## src/rtl/rssi_pkg.sv

```systemverilog
// Shared types for the RSSI sampling controller.
package rssi_pkg;
    // Conversion mode encodings as seen on mode_i.
    typedef enum logic [1:0] {
        MODE_OFF = 2'b00,
        MODE_EXT = 2'b01,
        MODE_SAR = 2'b10,
        MODE_RSV = 2'b11
    } conv_mode_e;

    // Strobe sequencer phases.
    typedef enum logic [1:0] {
        ST_IDLE = 2'b00,
        ST_GAP  = 2'b01,
        ST_HOLD = 2'b10
    } seq_state_e;
endpackage

```

## src/rtl/rssi_cfg_regs.sv

```systemverilog
// Settings registers for the RSSI controller.
// Two groups, each with its own write strobe: timing (spacing, hold) and
// control (mode, limit). Assumes writes are single-cycle strobes.
module rssi_cfg_regs
    import rssi_pkg::*;
#(
    parameter int DLY_W  = 6,
    parameter int CT_W   = 4,
    parameter int RSSI_W = 7,
    parameter logic [CT_W-1:0] CT_RST = 4'b1010
) (
    input  logic              clk,
    input  logic              rst_n,
    input  logic              timing_we_i,
    input  logic [DLY_W-1:0]  delay_i,
    input  logic [CT_W-1:0]   conv_time_i,
    input  logic              ctrl_we_i,
    input  logic [1:0]        mode_i,
    input  logic [RSSI_W-1:0] limit_i,
    output logic [DLY_W-1:0]  delay_o,
    output logic [CT_W-1:0]   conv_time_o,
    output conv_mode_e        mode_o,
    output logic [RSSI_W-1:0] limit_o
);
    // Timing group: strobe spacing and hold time.
    always_ff @(posedge clk) begin
        if (!rst_n) begin
            delay_o     <= '0;
            conv_time_o <= CT_RST;
        end else if (timing_we_i) begin
            delay_o     <= delay_i;
            conv_time_o <= conv_time_i;
        end
    end

    // Control group: mode and lower limit.
    always_ff @(posedge clk) begin
        if (!rst_n) begin
            mode_o  <= MODE_OFF;
            limit_o <= '0;
        end else if (ctrl_we_i) begin
            mode_o  <= conv_mode_e'(mode_i);
            limit_o <= limit_i;
        end
    end
endmodule

```

## src/rtl/rssi_strobe_seq.sv

```systemverilog
// Two-strobe converter sequencer.
// Accepts a start only when idle and in an active mode. It snapshots mode and
// hold time, raises strobe A, waits delay+1 cycles, raises strobe B for
// hold+1 cycles (or RSSI_W cycles in SAR mode), then drops both strobes.
module rssi_strobe_seq
    import rssi_pkg::*;
#(
    parameter int DLY_W  = 6,
    parameter int CT_W   = 4,
    parameter int RSSI_W = 7
) (
    input  logic             clk,
    input  logic             rst_n,
    input  logic             start_i,
    input  conv_mode_e       mode_i,
    input  logic [DLY_W-1:0] delay_i,
    input  logic [CT_W-1:0]  conv_time_i,
    output logic             strb_a_o,
    output logic             strb_b_o,
    output logic             sar_enter_o,
    output logic             sar_step_o,
    output logic             cap_en_o,
    output logic             cap_sar_o
);
    localparam int SAR_CW = $clog2(RSSI_W) + 1;
    localparam int CW_A   = (DLY_W > CT_W) ? DLY_W : CT_W;
    localparam int CNT_W  = (CW_A > SAR_CW) ? CW_A : SAR_CW;

    seq_state_e        state_q;
    logic [CNT_W-1:0]  cnt_q;
    logic              sar_q;
    logic [CT_W-1:0]   ct_snap_q;
    logic              accept;
    logic              gap_end;
    logic              hold_end;

    // Start acceptance and phase-end decode.
    always_comb begin
        accept   = (state_q == ST_IDLE) && start_i &&
                   ((mode_i == MODE_EXT) || (mode_i == MODE_SAR));
        gap_end  = (state_q == ST_GAP)  && (cnt_q == '0);
        hold_end = (state_q == ST_HOLD) && (cnt_q == '0);
    end

    // Phase register, down-counter and per-measurement snapshot.
    always_ff @(posedge clk) begin
        if (!rst_n) begin
            state_q   <= ST_IDLE;
            cnt_q     <= '0;
            sar_q     <= 1'b0;
            ct_snap_q <= '0;
        end else begin
            case (state_q)
                ST_IDLE: if (accept) begin
                    state_q   <= ST_GAP;
                    cnt_q     <= CNT_W'(delay_i);
                    sar_q     <= (mode_i == MODE_SAR);
                    ct_snap_q <= conv_time_i;
                end
                ST_GAP: if (gap_end) begin
                    state_q <= ST_HOLD;
                    cnt_q   <= sar_q ? CNT_W'(RSSI_W - 1) : CNT_W'(ct_snap_q);
                end else begin
                    cnt_q <= cnt_q - 1'b1;
                end
                ST_HOLD: if (hold_end) begin
                    state_q <= ST_IDLE;
                end else begin
                    cnt_q <= cnt_q - 1'b1;
                end
                default: state_q <= ST_IDLE;
            endcase
        end
    end

    // Strobes and handshakes to the SAR engine and capture stage.
    always_comb begin
        strb_a_o    = (state_q != ST_IDLE);
        strb_b_o    = (state_q == ST_HOLD);
        sar_enter_o = gap_end && sar_q;
        sar_step_o  = (state_q == ST_HOLD) && sar_q;
        cap_en_o    = hold_end;
        cap_sar_o   = sar_q;
    end

    // strobe B only inside strobe A
    p_b_inside_a_r3: assert property (@(posedge clk) disable iff (!rst_n)
        strb_b_o |-> strb_a_o);
    // strobe A falls only from the hold phase, with B
    p_fall_together_r3: assert property (@(posedge clk) disable iff (!rst_n)
        $fell(strb_a_o) |-> $fell(strb_b_o));
    // a request mid-hold does not end or restart the hold phase
    p_busy_start_ignored_r8: assert property (@(posedge clk) disable iff (!rst_n)
        (state_q == ST_HOLD && cnt_q != '0 && start_i) |=> (state_q == ST_HOLD));
endmodule

```

## src/rtl/rssi_sar_engine.sv

```systemverilog
// Successive-approximation search over RSSI_W bits.
// On enter it clears the accumulator and sets the MSB trial bit. Each step
// keeps the trial bit when the comparator reports level >= trial, then moves
// to the next lower bit. Assumes exactly RSSI_W steps follow each enter.
module rssi_sar_engine #(
    parameter int RSSI_W = 7
) (
    input  logic              clk,
    input  logic              rst_n,
    input  logic              enter_i,
    input  logic              step_i,
    input  logic              cmp_hi_i,
    output logic [RSSI_W-1:0] code_o,
    output logic [RSSI_W-1:0] result_o
);
    localparam logic [RSSI_W-1:0] TOP_BIT = {1'b1, {(RSSI_W-1){1'b0}}};

    logic [RSSI_W-1:0] acc_q;
    logic [RSSI_W-1:0] bit_q;

    // Accumulator and trial-bit walker.
    always_ff @(posedge clk) begin
        if (!rst_n) begin
            acc_q <= '0;
            bit_q <= '0;
        end else if (enter_i) begin
            acc_q <= '0;
            bit_q <= TOP_BIT;
        end else if (step_i) begin
            if (cmp_hi_i) acc_q <= acc_q | bit_q;
            bit_q <= bit_q >> 1;
        end
    end

    // Trial code on the pins and the result seen at the final step.
    always_comb begin
        code_o   = step_i ? (acc_q | bit_q) : '0;
        result_o = acc_q | (cmp_hi_i ? bit_q : '0);
    end

    // at most one trial bit active
    p_trial_onehot_r6: assert property (@(posedge clk) disable iff (!rst_n)
        $onehot0(bit_q));
    // first trial of a search is the MSB alone
    p_first_trial_r6: assert property (@(posedge clk) disable iff (!rst_n)
        (step_i && !$past(step_i)) |-> (code_o == TOP_BIT));
endmodule

```

## src/rtl/rssi_result_cmp.sv

```systemverilog
// Result capture and lower-limit compare.
// Loads the level on the capture edge from the SAR engine or the parallel
// bus, pulses done for one cycle and reports level >= limit once valid.
module rssi_result_cmp #(
    parameter int RSSI_W = 7
) (
    input  logic              clk,
    input  logic              rst_n,
    input  logic              cap_en_i,
    input  logic              cap_sar_i,
    input  logic [RSSI_W-1:0] ext_data_i,
    input  logic [RSSI_W-1:0] sar_result_i,
    input  logic [RSSI_W-1:0] limit_i,
    output logic [RSSI_W-1:0] rssi_o,
    output logic              valid_o,
    output logic              done_o,
    output logic              above_o
);
    // Level register, sticky valid and done pulse.
    always_ff @(posedge clk) begin
        if (!rst_n) begin
            rssi_o  <= '0;
            valid_o <= 1'b0;
            done_o  <= 1'b0;
        end else begin
            done_o <= cap_en_i;
            if (cap_en_i) begin
                rssi_o  <= cap_sar_i ? sar_result_i : ext_data_i;
                valid_o <= 1'b1;
            end
        end
    end

    // Threshold compare, inclusive of equality.
    always_comb above_o = valid_o && (rssi_o >= limit_i);

    // done lasts one cycle
    p_done_pulse_r5: assert property (@(posedge clk) disable iff (!rst_n)
        done_o |=> !done_o);
    // valid stays set once a result exists
    p_valid_sticky_r5: assert property (@(posedge clk) disable iff (!rst_n)
        valid_o |=> valid_o);
    // level only moves on a capture
    p_hold_result_r10: assert property (@(posedge clk) disable iff (!rst_n)
        !done_o |-> $stable(rssi_o));
endmodule

```

## src/rtl/rssi_sample_ctrl.sv

```systemverilog
// RSSI conversion sampling controller, top level.
// Ties the settings registers, strobe sequencer, SAR engine and result
// compare together. Assumes adc_data_i and cmp_hi_i are synchronous to clk.
module rssi_sample_ctrl
    import rssi_pkg::*;
#(
    parameter int DLY_W  = 6,
    parameter int CT_W   = 4,
    parameter int RSSI_W = 7,
    parameter logic [CT_W-1:0] CT_RST = 4'b1010
) (
    input  logic              clk,
    input  logic              rst_n,
    input  logic              timing_we_i,
    input  logic [DLY_W-1:0]  delay_i,
    input  logic [CT_W-1:0]   conv_time_i,
    input  logic              ctrl_we_i,
    input  logic [1:0]        mode_i,
    input  logic [RSSI_W-1:0] limit_i,
    input  logic              start_i,
    input  logic [RSSI_W-1:0] adc_data_i,
    input  logic              cmp_hi_i,
    output logic              strb_a_o,
    output logic              strb_b_o,
    output logic [RSSI_W-1:0] sar_code_o,
    output logic [RSSI_W-1:0] rssi_o,
    output logic              rssi_valid_o,
    output logic              above_o,
    output logic              done_o
);
    logic [DLY_W-1:0]  delay_q;
    logic [CT_W-1:0]   ct_q;
    conv_mode_e        mode_q;
    logic [RSSI_W-1:0] limit_q;
    logic              sar_enter;
    logic              sar_step;
    logic              cap_en;
    logic              cap_sar;
    logic [RSSI_W-1:0] sar_result;

    rssi_cfg_regs #(
        .DLY_W(DLY_W), .CT_W(CT_W), .RSSI_W(RSSI_W), .CT_RST(CT_RST)
    ) u_cfg (
        .clk(clk), .rst_n(rst_n),
        .timing_we_i(timing_we_i), .delay_i(delay_i), .conv_time_i(conv_time_i),
        .ctrl_we_i(ctrl_we_i), .mode_i(mode_i), .limit_i(limit_i),
        .delay_o(delay_q), .conv_time_o(ct_q), .mode_o(mode_q), .limit_o(limit_q)
    );

    rssi_strobe_seq #(
        .DLY_W(DLY_W), .CT_W(CT_W), .RSSI_W(RSSI_W)
    ) u_seq (
        .clk(clk), .rst_n(rst_n), .start_i(start_i), .mode_i(mode_q),
        .delay_i(delay_q), .conv_time_i(ct_q),
        .strb_a_o(strb_a_o), .strb_b_o(strb_b_o),
        .sar_enter_o(sar_enter), .sar_step_o(sar_step),
        .cap_en_o(cap_en), .cap_sar_o(cap_sar)
    );

    rssi_sar_engine #(.RSSI_W(RSSI_W)) u_sar (
        .clk(clk), .rst_n(rst_n), .enter_i(sar_enter), .step_i(sar_step),
        .cmp_hi_i(cmp_hi_i), .code_o(sar_code_o), .result_o(sar_result)
    );

    rssi_result_cmp #(.RSSI_W(RSSI_W)) u_res (
        .clk(clk), .rst_n(rst_n), .cap_en_i(cap_en), .cap_sar_i(cap_sar),
        .ext_data_i(adc_data_i), .sar_result_i(sar_result), .limit_i(limit_q),
        .rssi_o(rssi_o), .valid_o(rssi_valid_o), .done_o(done_o), .above_o(above_o)
    );
endmodule

```

## config.mk

```make
export PLATFORM = sky130hd
export DESIGN_NAME = rssi_sample_ctrl
export DESIGN_NICKNAME = d
export VERILOG_FILES = /design/src/rtl/rssi_pkg.sv /design/src/rtl/rssi_cfg_regs.sv /design/src/rtl/rssi_strobe_seq.sv /design/src/rtl/rssi_sar_engine.sv /design/src/rtl/rssi_result_cmp.sv /design/src/rtl/rssi_sample_ctrl.sv
export SDC_FILE = /design/constraint.sdc
export NUM_CORES = 1
export LEC_CHECK = 0
export ABC_CLOCK_PERIOD_IN_PS = 2400
export BUFFER_PORTS_ARGS = -buffer_cell sky130_fd_sc_hd__buf_2
export CORE_ASPECT_RATIO = 1.2
export CORE_MARGIN = 3
export CORE_UTILIZATION = 50
export CTS_CLUSTER_SIZE = 10
export DETAILED_ROUTE_END_ITERATION = 7
export MAX_ROUTING_LAYER = met4
export PLACE_DENSITY = 0.71
export SYNTH_ARGS = -nofsm -noshare
export SYNTH_HDL_FRONTEND = slang
export SYNTH_SLANG_ARGS = --single-unit
```

## constraint.sdc

```tcl
create_clock -name clk -period 2.4 [get_ports clk]
set_input_delay 0.72 -clock clk [delete_from_list [all_inputs] [get_ports clk]]
set_output_delay 0.72 -clock clk [all_outputs]
set_load 0.005 [all_outputs]
```

## Word level (Yosys, flattened, before mapping)

Cells that the tools add are included.

- $lt $le $gt $ge: 1
- Eq/ne operators: 8
- Muxes and demuxes: 14
- Reductions and logical operators: 18
- $add $sub $neg: 1
- Bitwise logic cells: 3

Operators by type and width:

| operator | number |
|---|---|
| 2-to-1 mux 7 bit | 5 |
| 2-to-1 mux 6 bit | 3 |
| one-hot mux 6 bit (3 select lines) | 1 |
| OR 7 bit | 2 |
| greater-or-equal comparator 7 bit | 1 |
| logical AND 1 bit | 7 |
| zero test 6 bit | 1 |
| 2-to-1 mux 2 bit | 3 |
| inequality test 2 x 1 -> 1 bit, second input constant | 3 |
| one-hot mux 2 bit (3 select lines) | 1 |
| AND reduction 3 bit | 2 |
| subtractor 6 x 1 -> 6 bit, second input constant | 1 |
| == test 2 x 1 -> 1 bit, second input constant | 2 |
| == test 2 bit, second input constant | 2 |
| 2-to-1 mux 4 bit | 1 |
| AND reduction 2 bit | 2 |
| nonzero test 2 bit | 2 |
| nonzero test 3 bit | 1 |
| zero test 2 bit | 1 |
| inequality test 2 bit, second input constant | 1 |
| OR reduction 2 bit | 1 |
| logical OR 1 bit | 1 |
| inverter 1 bit | 1 |

- Bits in registers: 55
- Word-level logic and storage cells: 59
- Bits of input ports: 32
- Output and inout port bits: 19

## Longest topological paths before layout

Gate-level depths: netlist of run 1.

- Depth after elaboration: 5
- Gate-level depth with buffers: 7
- Gate-level depth less buffers: 6

## By module

Synthesis of run 1 repeated with hierarchy kept, for this count alone.

- Cells, all modules: 289
- Area total of the unflattened synthesis: 2,812.7 um^2

By module, submodules not included:

| module | area each (um^2) | seq. area each (um^2) | cells each | instances |
|---|---|---|---|---|
| rssi_strobe_seq | 925.9 | 260.2 | 108 | 1 |
| rssi_cfg_regs | 718.2 | 380.4 | 60 | 1 |
| rssi_sar_engine | 600.6 | 280.3 | 61 | 1 |
| rssi_result_cmp | 568.0 | 180.2 | 60 | 1 |

## Worst setup path after synthesis of run 1

OpenSTA, ideal clock, no wires.

- Path kind: reg-to-output
- Start point: register u_seq.state_q[0]
- End point: output sar_code_o[0]
- Stages on the path, launching flop included: 7
- Data arrival time: 1.303 ns
- Path buffers: 2
- Setup slack: 0.377 ns
- Required time: 1.680 ns
- Path through: dfxtp_1 > inv_1 > ha_1 > buf_4 > nand2_1 > clkbuf_1 > nor2_1

- Cells in the longest elaborated chain, start to end: 3

Ends and longest elaborated chain:

| element | line | RTL |
|---|---|---|
| start: declaration | rssi_strobe_seq.sv:29 | `seq_state_e state_q;` |
| start signal: assignment | rssi_strobe_seq.sv:48 | `state_q <= ST_IDLE;` |
| start signal: assignment | rssi_strobe_seq.sv:55 | `state_q <= ST_GAP;` |
| start signal: assignment | rssi_strobe_seq.sv:61 | `state_q <= ST_HOLD;` |
| == test 2 bit | n/a |  |
| net strb_b_o | rssi_sample_ctrl.sv:24 | `output logic strb_b_o,` |
| logical AND 1 bit | rssi_strobe_seq.sv:81 | `sar_step_o = (state_q == ST_HOLD) && sar_q;` |
| 2-to-1 mux 7 bit | rssi_sar_engine.sv:37 | `code_o = step_i ? (acc_q \| bit_q) : '0;` |
| end: declaration | rssi_sample_ctrl.sv:25 | `output logic [RSSI_W-1:0] sar_code_o,` |

The timed path passes the listed nets, and every way through them passes these cells.

## Final worst setup path of run 1

- Start point: register u_res.rssi_o[0]
- End point: output above_o

- Cells in the longest elaborated chain, start to end: 2

Ends and longest elaborated chain:

| element | line | RTL |
|---|---|---|
| start: declaration | rssi_result_cmp.sv:14 | `output logic [RSSI_W-1:0] rssi_o,` |
| start signal: assignment | rssi_result_cmp.sv:28 | `rssi_o <= cap_sar_i ? sar_result_i : ext_data_i;` |
| greater-or-equal comparator 7 bit | rssi_result_cmp.sv:35 | `always_comb above_o = valid_o && (rssi_o >= limit_i);` |
| logical AND 1 bit | rssi_result_cmp.sv:35 |  |
| end: declaration | rssi_sample_ctrl.sv:28 | `output logic above_o,` |

No other way between the ends.

==> flow_summary.yaml, run 1 <==
clocking:
  clock-root-buffer: "clkbuf_8"
  cts_sinks: 55
  cts.clk_slew.worst_paths_ps: 100
  clkLatencyLatePin_ps: 310
  h-tree-depth: 2
  tritoncts: "yes"
  cts_buffers: 5
  clockBufferDepth: 2
floorplanning:
  die_x_um: 73.3
  io_pins: 51
  initial_core_util_pct: 53.5
  std_cell_rows: 28
  core_area_um2: 5080
  die_area_um2: 6360
  die_y_um: 86.8
yosys:
  yosysTopAreaCellShare_pct: 40.5
  syn-num-nets: 365
  synth_seq_cells: 55
  synthMuxAreaShare_pct: 9.62
  synth.yosys.seq_area_share_pct: 40.5
  synth_fa_ha_area_share_pct: 6.90
  syn_area_per_cell_um2: 8.55
  postSynthCellCount: 318
  yosys-top-cells-area: "dfxtp_1, mux2i_1, ha_1"
  synthArstFlopShare_pct: 0
  synth_top_family_by_area: "simple AND/OR/NAND/NOR gates"
  ys.flop_type: "dfxtp_1"
  synthTopCellsByCount: "dfxtp_1, nor2_1, nand2_1"
  yosys.area_share.simple_pct: 19.3
  synthDistinctLibCells: 56
  yosysMostFrequentCell: "dfxtp_1"
  synth_top_cell_by_area: "dfxtp_1"
  synth_compound_area_share_pct: 17.4
  syn_area_um2: 2720
  synth_edf_count: 0
  synthXorXnorAreaFrac_pct: 0.644
  yosysWarnings: 0
timing:
  fin_crit_sh_pct: 97.1
  maxSlewHeadroom_pct: 70.2
  rsz0062_at_grt: "true"
  hold_viol_final: 0
  fin_crit_ps: 2330
  setup_violations: 0
  worst_slack_ps: 70.2
  hold_slack_ps: 465
  fin_setup_tns_ps: 0
  skew_ps: 8.96
  max_freq_mhz: 429
  worst_pin_slew_ps: 445
  slew_violations: 0
grt:
  grt_start_max_net_pins: 23
  grt_pass1_wl_mm: 10.1
  grtUsageTotal_pct: 20.6
  grt_pass1_vias: 2315
  gr-total-overflow: 0
  antenna_found_initial: 0
worst_setup_path:
  critical_path_class: "register to output port"
  cp-start-kind: "register"
  crit_arrival_ps: 1610
  cp_max_fo: 3
  critPathCaptureType: "output port"
  cp.required_ps: 1680
placed_design:
  io_buffers: 50
  place_hpwl_mm: 4.52
  finalWeightedCongestion: 0.939
  place_ws_ps: 313
power_and_ir_drop:
  finalPower_mw: 2.50
  clkPwrFrac_pct: 20.0
  p_int_mw: 1.60
  p_leak_nw: 1.33
  p_sw_mw: 0.903
  p_per_area_nw_per_um2: 811
  combPwrFrac_pct: 37.8
  swShare_pct: 36.1
  pwr-share-seq_pct: 42.1
  ir_drop_uv: 491
final_layout:
  drive_gt1_share_pct: 20.9
  nets: 410
  regArea_um2: 1100
  area_growth_pct: 13.5
  fillers: 474
  multiInputGateArea_um2: 1470
  num_antenna_cells: 0
drt:
  firstDrtPassIters: 4
  vias: 2330
  drc: 0
  highest_layer: "met4"
  wl_met2_mm: 3.18
  drt-initial-drc-count: 117
  m1WireLength_mm: 2.50
  wirelength_mm: 6.04
  wl_per_cell_um: 14.3
  wl_met3_um: 267
  ant_nets: 0
  vias_per_cell: 5.51
job:
  drv_cap: 0
run_status:
  outcome: "finished clean"
hold_path:
  min_path_type: "register to register"
## worst max-delay path: stages (launching register included)
cell	delay (ps)
dfxtp_2	340
inv_1	40
ha_1	270
nand2b_1	150
a211oi_2	180
o21a_1	130
o21ai_1	60
buf_2	120
## layout make-up
| class | count | share of cell area [%] |
|---|---|---|
| well taps | 60 | 2.43 |
| clock inverters | 2 | 0.446 |
| clock buffers | 5 | 2.23 |
| flip-flops and latches | 55 | 35.7 |
| repair buffers | 55 | 9.33 |
| multi-input cells | 229 | 47.8 |
| inverters | 17 | 2.07 |
## flip-flops by register name, indices dropped and copies added (netlist names)
register and flops:
u_seq.cap_sar_o 1, u_seq.cnt_q 6, u_res.valid_o 1, u_cfg.delay_o 6
u_sar.bit_q 7, u_res.rssi_o 7, u_sar.acc_q 7, u_seq.state_q 2
u_res.done_o 1, u_cfg.conv_time_o 4, u_cfg.mode_o 2, u_cfg.limit_o 7
u_seq.ct_snap_q 4
## what timing repair did
item	4_1_cts	5_1_grt
setup buffers	0	0
pin swaps	2	0
hold buffers	0	0
endpoints found under the setup margin	1	8
gates resized for setup	2	2
endpoints found under the hold margin	0	0
## placed cells by master, fill, tap and decap left out, drive strengths merged, types with 5 or more instances in the layout
master  netlist  layout
nand2        39      39
nor2         50      50
mux2i        25      25
o211ai        9       9
clkbuf       10       5
a21oi        33      33
dfxtp        55      55
ha           15      15
buf           7      55
o21ai         7       7
inv          16      16
nor3          5       5
## power by group through the flow
stage | Clock (mW) | Combinational, mW | Sequential, mW
floorplan | 0 | 0.751 | 1.06
global placement | 0 | 0.930 | 1.07
detailed placement | 0 | 0.932 | 1.07
CTS | 0.521 | 0.943 | 1.05
global route | 0.542 | 1.05 | 1.06
finish | 0.501 | 0.947 | 1.05
## final timing paths
path	depth (start not counted)	end	startpoint	slack, ps
setup / recovery	7	above_o	u_res.rssi_o[0]	70
hold / removal	2	u_res.rssi_o[0]	u_res.rssi_o[0]	470
setup reg to reg	7	u_seq.cnt_q[2]	u_seq.cnt_q[0]	400
hold reg to reg	2	u_res.rssi_o[0]	u_res.rssi_o[0]	470
## metal layers
metal,GRT usage (%),vias up
met4,6.92,0
met5,-,-
met2,36.9,51
met1,22.6,1088
met3,3.60,8
li1,-,1183
## cells by family after synthesis
group | after synthesis
flops | 55
mux | 26
compound gates | 72
buf+inv | 34
xor+xnor | 2
fa+ha+maj | 15
simple gates | 114
## through the flow
stage / utilization (%) / cell area [um^2] / std cells
CTS: 60.7 / 3080 / 423
global placement: 58.9 / 2990 / 416
finish: 60.7 / 3090 / 423
floorplan: - / 2720 / 318
global route: 60.7 / 3090 / 423
detailed placement: 58.9 / 2990 / 416
Power figures use the tool's default switching activity.
==> run 2: changes to the inputs <==
--- a/config.mk
+++ b/config.mk
@@ -5,6 +5,7 @@
 export SDC_FILE = /design/constraint.sdc
 export NUM_CORES = 1
 export LEC_CHECK = 0
+export ABC_AREA = 1
 export ABC_CLOCK_PERIOD_IN_PS = 2400
 export BUFFER_PORTS_ARGS = -buffer_cell sky130_fd_sc_hd__buf_2
 export CORE_ASPECT_RATIO = 1.2
==> flow_summary.yaml, run 2 <==
hold_path:
  hold_end: "u_cfg.conv_time_o[1]"
  min_path_type: "register to register"
  worstHoldStart: "u_cfg.conv_time_o[1]"
  whs_path_depth: 2
clocking:
  cts_buffers: 5
  cts.clk_slew.worst_paths_ps: 100
  tritoncts: "yes"
  hold_buffers: 0
  post_cts_buffers: 0
  h-tree-depth: 2
  cts_sinks: 55
  clockBufferDepth: 2
  clock-root-buffer: "clkbuf_8"
  clkLatencyLatePin_ps: 310
grt:
  grt_pass1_vias: 2207
  grt_start_max_net_pins: 35
  grt_pass1_wl_mm: 9.39
  grtUsageTotal_pct: 19.3
  gr-total-overflow: 0
  antenna_found_initial: 0
final_layout:
  regArea_um2: 1100
  nets: 455
  num_antenna_cells: 0
  final_common_cell: "nand2_1"
  multiInputGateArea_um2: 1330
  drive_gt1_share_pct: 18.1
  layout.cells.non_filler: 468
  finalInstanceArea_um2: 3050
  area_growth_pct: 15.0
  post-route-util_pct: 60.5
  final_cell_mix: "nand2_1, dfxtp_1, nor2_1, buf_2, inv_1"
  fillers: 495
timing:
  fin_crit_ps: 2270
  worst_pin_slew_ps: 521
  rsz0062_at_grt: "true"
  skew_ps: 9.88
  maxSlewHeadroom_pct: 65.1
  hold_viol_final: 0
  max_freq_mhz: 441
  worst_slack_ps: 135
  slew_violations: 0
  hold_slack_ps: 457
  fin_setup_tns_ps: 0
  setup_violations: 0
  fin_crit_sh_pct: 94.4
worst_setup_path:
  reg2reg_from: "u_cfg.mode_o[0]"
  critical_path_class: "register to output port"
  r2r_cells: 9
  crit_arrival_ps: 1550
  cp_max_fo: 3
  r2r_end: "u_seq.cnt_q[3]"
  critPathCaptureType: "output port"
  r2r_slack_ps: 730
  cp.required_ps: 1680
  cp-start-kind: "register"
power_and_ir_drop:
  ir_drop_uv: 460
  p_sw_mw: 0.966
  swShare_pct: 36.5
  p_int_mw: 1.68
  combPwrFrac_pct: 36.3
  p_per_area_nw_per_um2: 867
  pwr-share-seq_pct: 41.4
  finalPower_mw: 2.65
  clkPwrFrac_pct: 22.3
  p_leak_nw: 1.39
floorplanning:
  die_x_um: 72.5
  core_area_um2: 5040
  io_pins: 51
  die_y_um: 85.8
  std_cell_rows: 28
  die_area_um2: 6220
  initial_core_util_pct: 52.6
job:
  drv_cap: 0
yosys:
  syn_area_um2: 2660
  synth_top_cell_by_area: "dfxtp_1"
  yosysTopAreaCellShare_pct: 41.5
  yosysWarnings: 0
  syn_area_per_cell_um2: 7.38
  yosys-top-cells-area: "dfxtp_1, nand2_1, a21oi_1"
  synth.yosys.seq_area_share_pct: 41.5
  ys.flop_type: "dfxtp_1"
  syn-num-nets: 407
  synthArstFlopShare_pct: 0
  yosysMostFrequentCell: "nand2_1"
  synthDistinctLibCells: 33
  synthTopCellsByCount: "nand2_1, dfxtp_1, nor2_1"
  postSynthCellCount: 360
  synth_edf_count: 0
  synth_seq_cells: 55
placed_design:
  finalWeightedCongestion: 0.839
  place_ws_ps: 339
  place_hpwl_mm: 4.09
  postPlaceCellArea_um2: 2930
  dp.cells: 461
  io_buffers: 50
drt:
  firstDrtPassIters: 4
  wirelength_mm: 5.49
  vias: 2370
  ant_nets: 0
  vias_per_cell: 5.06
  drc: 0
  drt-initial-drc-count: 101
  wl_per_cell_um: 11.7
run_status:
  outcome: "finished clean"
-- run 2: changes by cell type in the layout (fill, tap and decap cells not counted), moves of 5 or more --
cell / previous run / this run
a21oi_1: 33 / 41
inv_1: 16 / 43
mux2i_1: 25 / 0
nand2_1: 38 / 63
nand3_1: 1 / 7
nand4_1: 1 / 6
o211ai_1: 8 / 2
o21ai_0: 5 / 34
-- run 2: final cells by class --
class / instances / area share [%]
Clock inverter: 1 / 0.983
Clock buffer: 6 / 2.38
Sequential cell: 55 / 36.1
Timing Repair Buffer: 52 / 8.68
Multi-Input combinational cell: 247 / 43.6
Inverter: 47 / 5.86
Tap cell: 60 / 2.46
-- run 2: worst max-delay path, cell delays in order (launching register included) --
cell and delay, ps:
dfxtp_1 350, ha_1 330, a21oi_1 150, o21a_1 120
o211ai_1 80, nand2_1 70, inv_1 30, buf_2 110
-- run 2: how the worst max path moves through the flow --
stage	start	endpoint	slack, ps
CTS	u_cfg.limit_o[2]	above_o	50
detailed placement	u_seq.state_q[0]	sar_code_o[6]	340
global placement	u_seq.state_q[0]	sar_code_o[5]	400
floorplan	u_seq.state_q[0]	sar_code_o[0]	490
finish	u_res.rssi_o[4]	above_o	130
global route	u_cfg.limit_o[1]	above_o	2
-- run 2: timing repair --
| item | in CTS | in global routing |
|---|---|---|
| resized for setup | 1 | 3 |
| endpoints found under the setup margin | 1 | 3 |
| cloned | 0 | 0 |
-- run 2: metal layers --
metal	vias up	track usage (%)	routed length [um]
li1	1261	-	-
met1	1045	22.8	2460
met2	52	32.2	2590
met3	12	3.75	290
met4	0	6.88	140
met5	-	-	0
-- run 2: logic make-up (layout without fill, tap and decap cells) --
kind of cell / after synthesis / after routing / share of synthesized area, %
and+or+nand+nor: 138 / 138 / 23.3
adders and majority gates: 15 / 15 / 7.07
xor gates and xnor gates: 2 / 2 / 0.660
AOI/OAI and AO/OA: 92 / 92 / 18.4
DFF: 55 / 55 / 41.5
buffers and inverters: 58 / 106 / 9.14
-- run 2: power by group through the flow --
stage	Combinational, mW	Clock, mW	Sequential [mW]
after global routing	1.11	0.647	1.11
after global placement	0.944	0	1.11
after detailed placement	0.962	0	1.12
final	0.962	0.591	1.10
after floorplan	0.771	0	1.10
after CTS	0.970	0.609	1.10
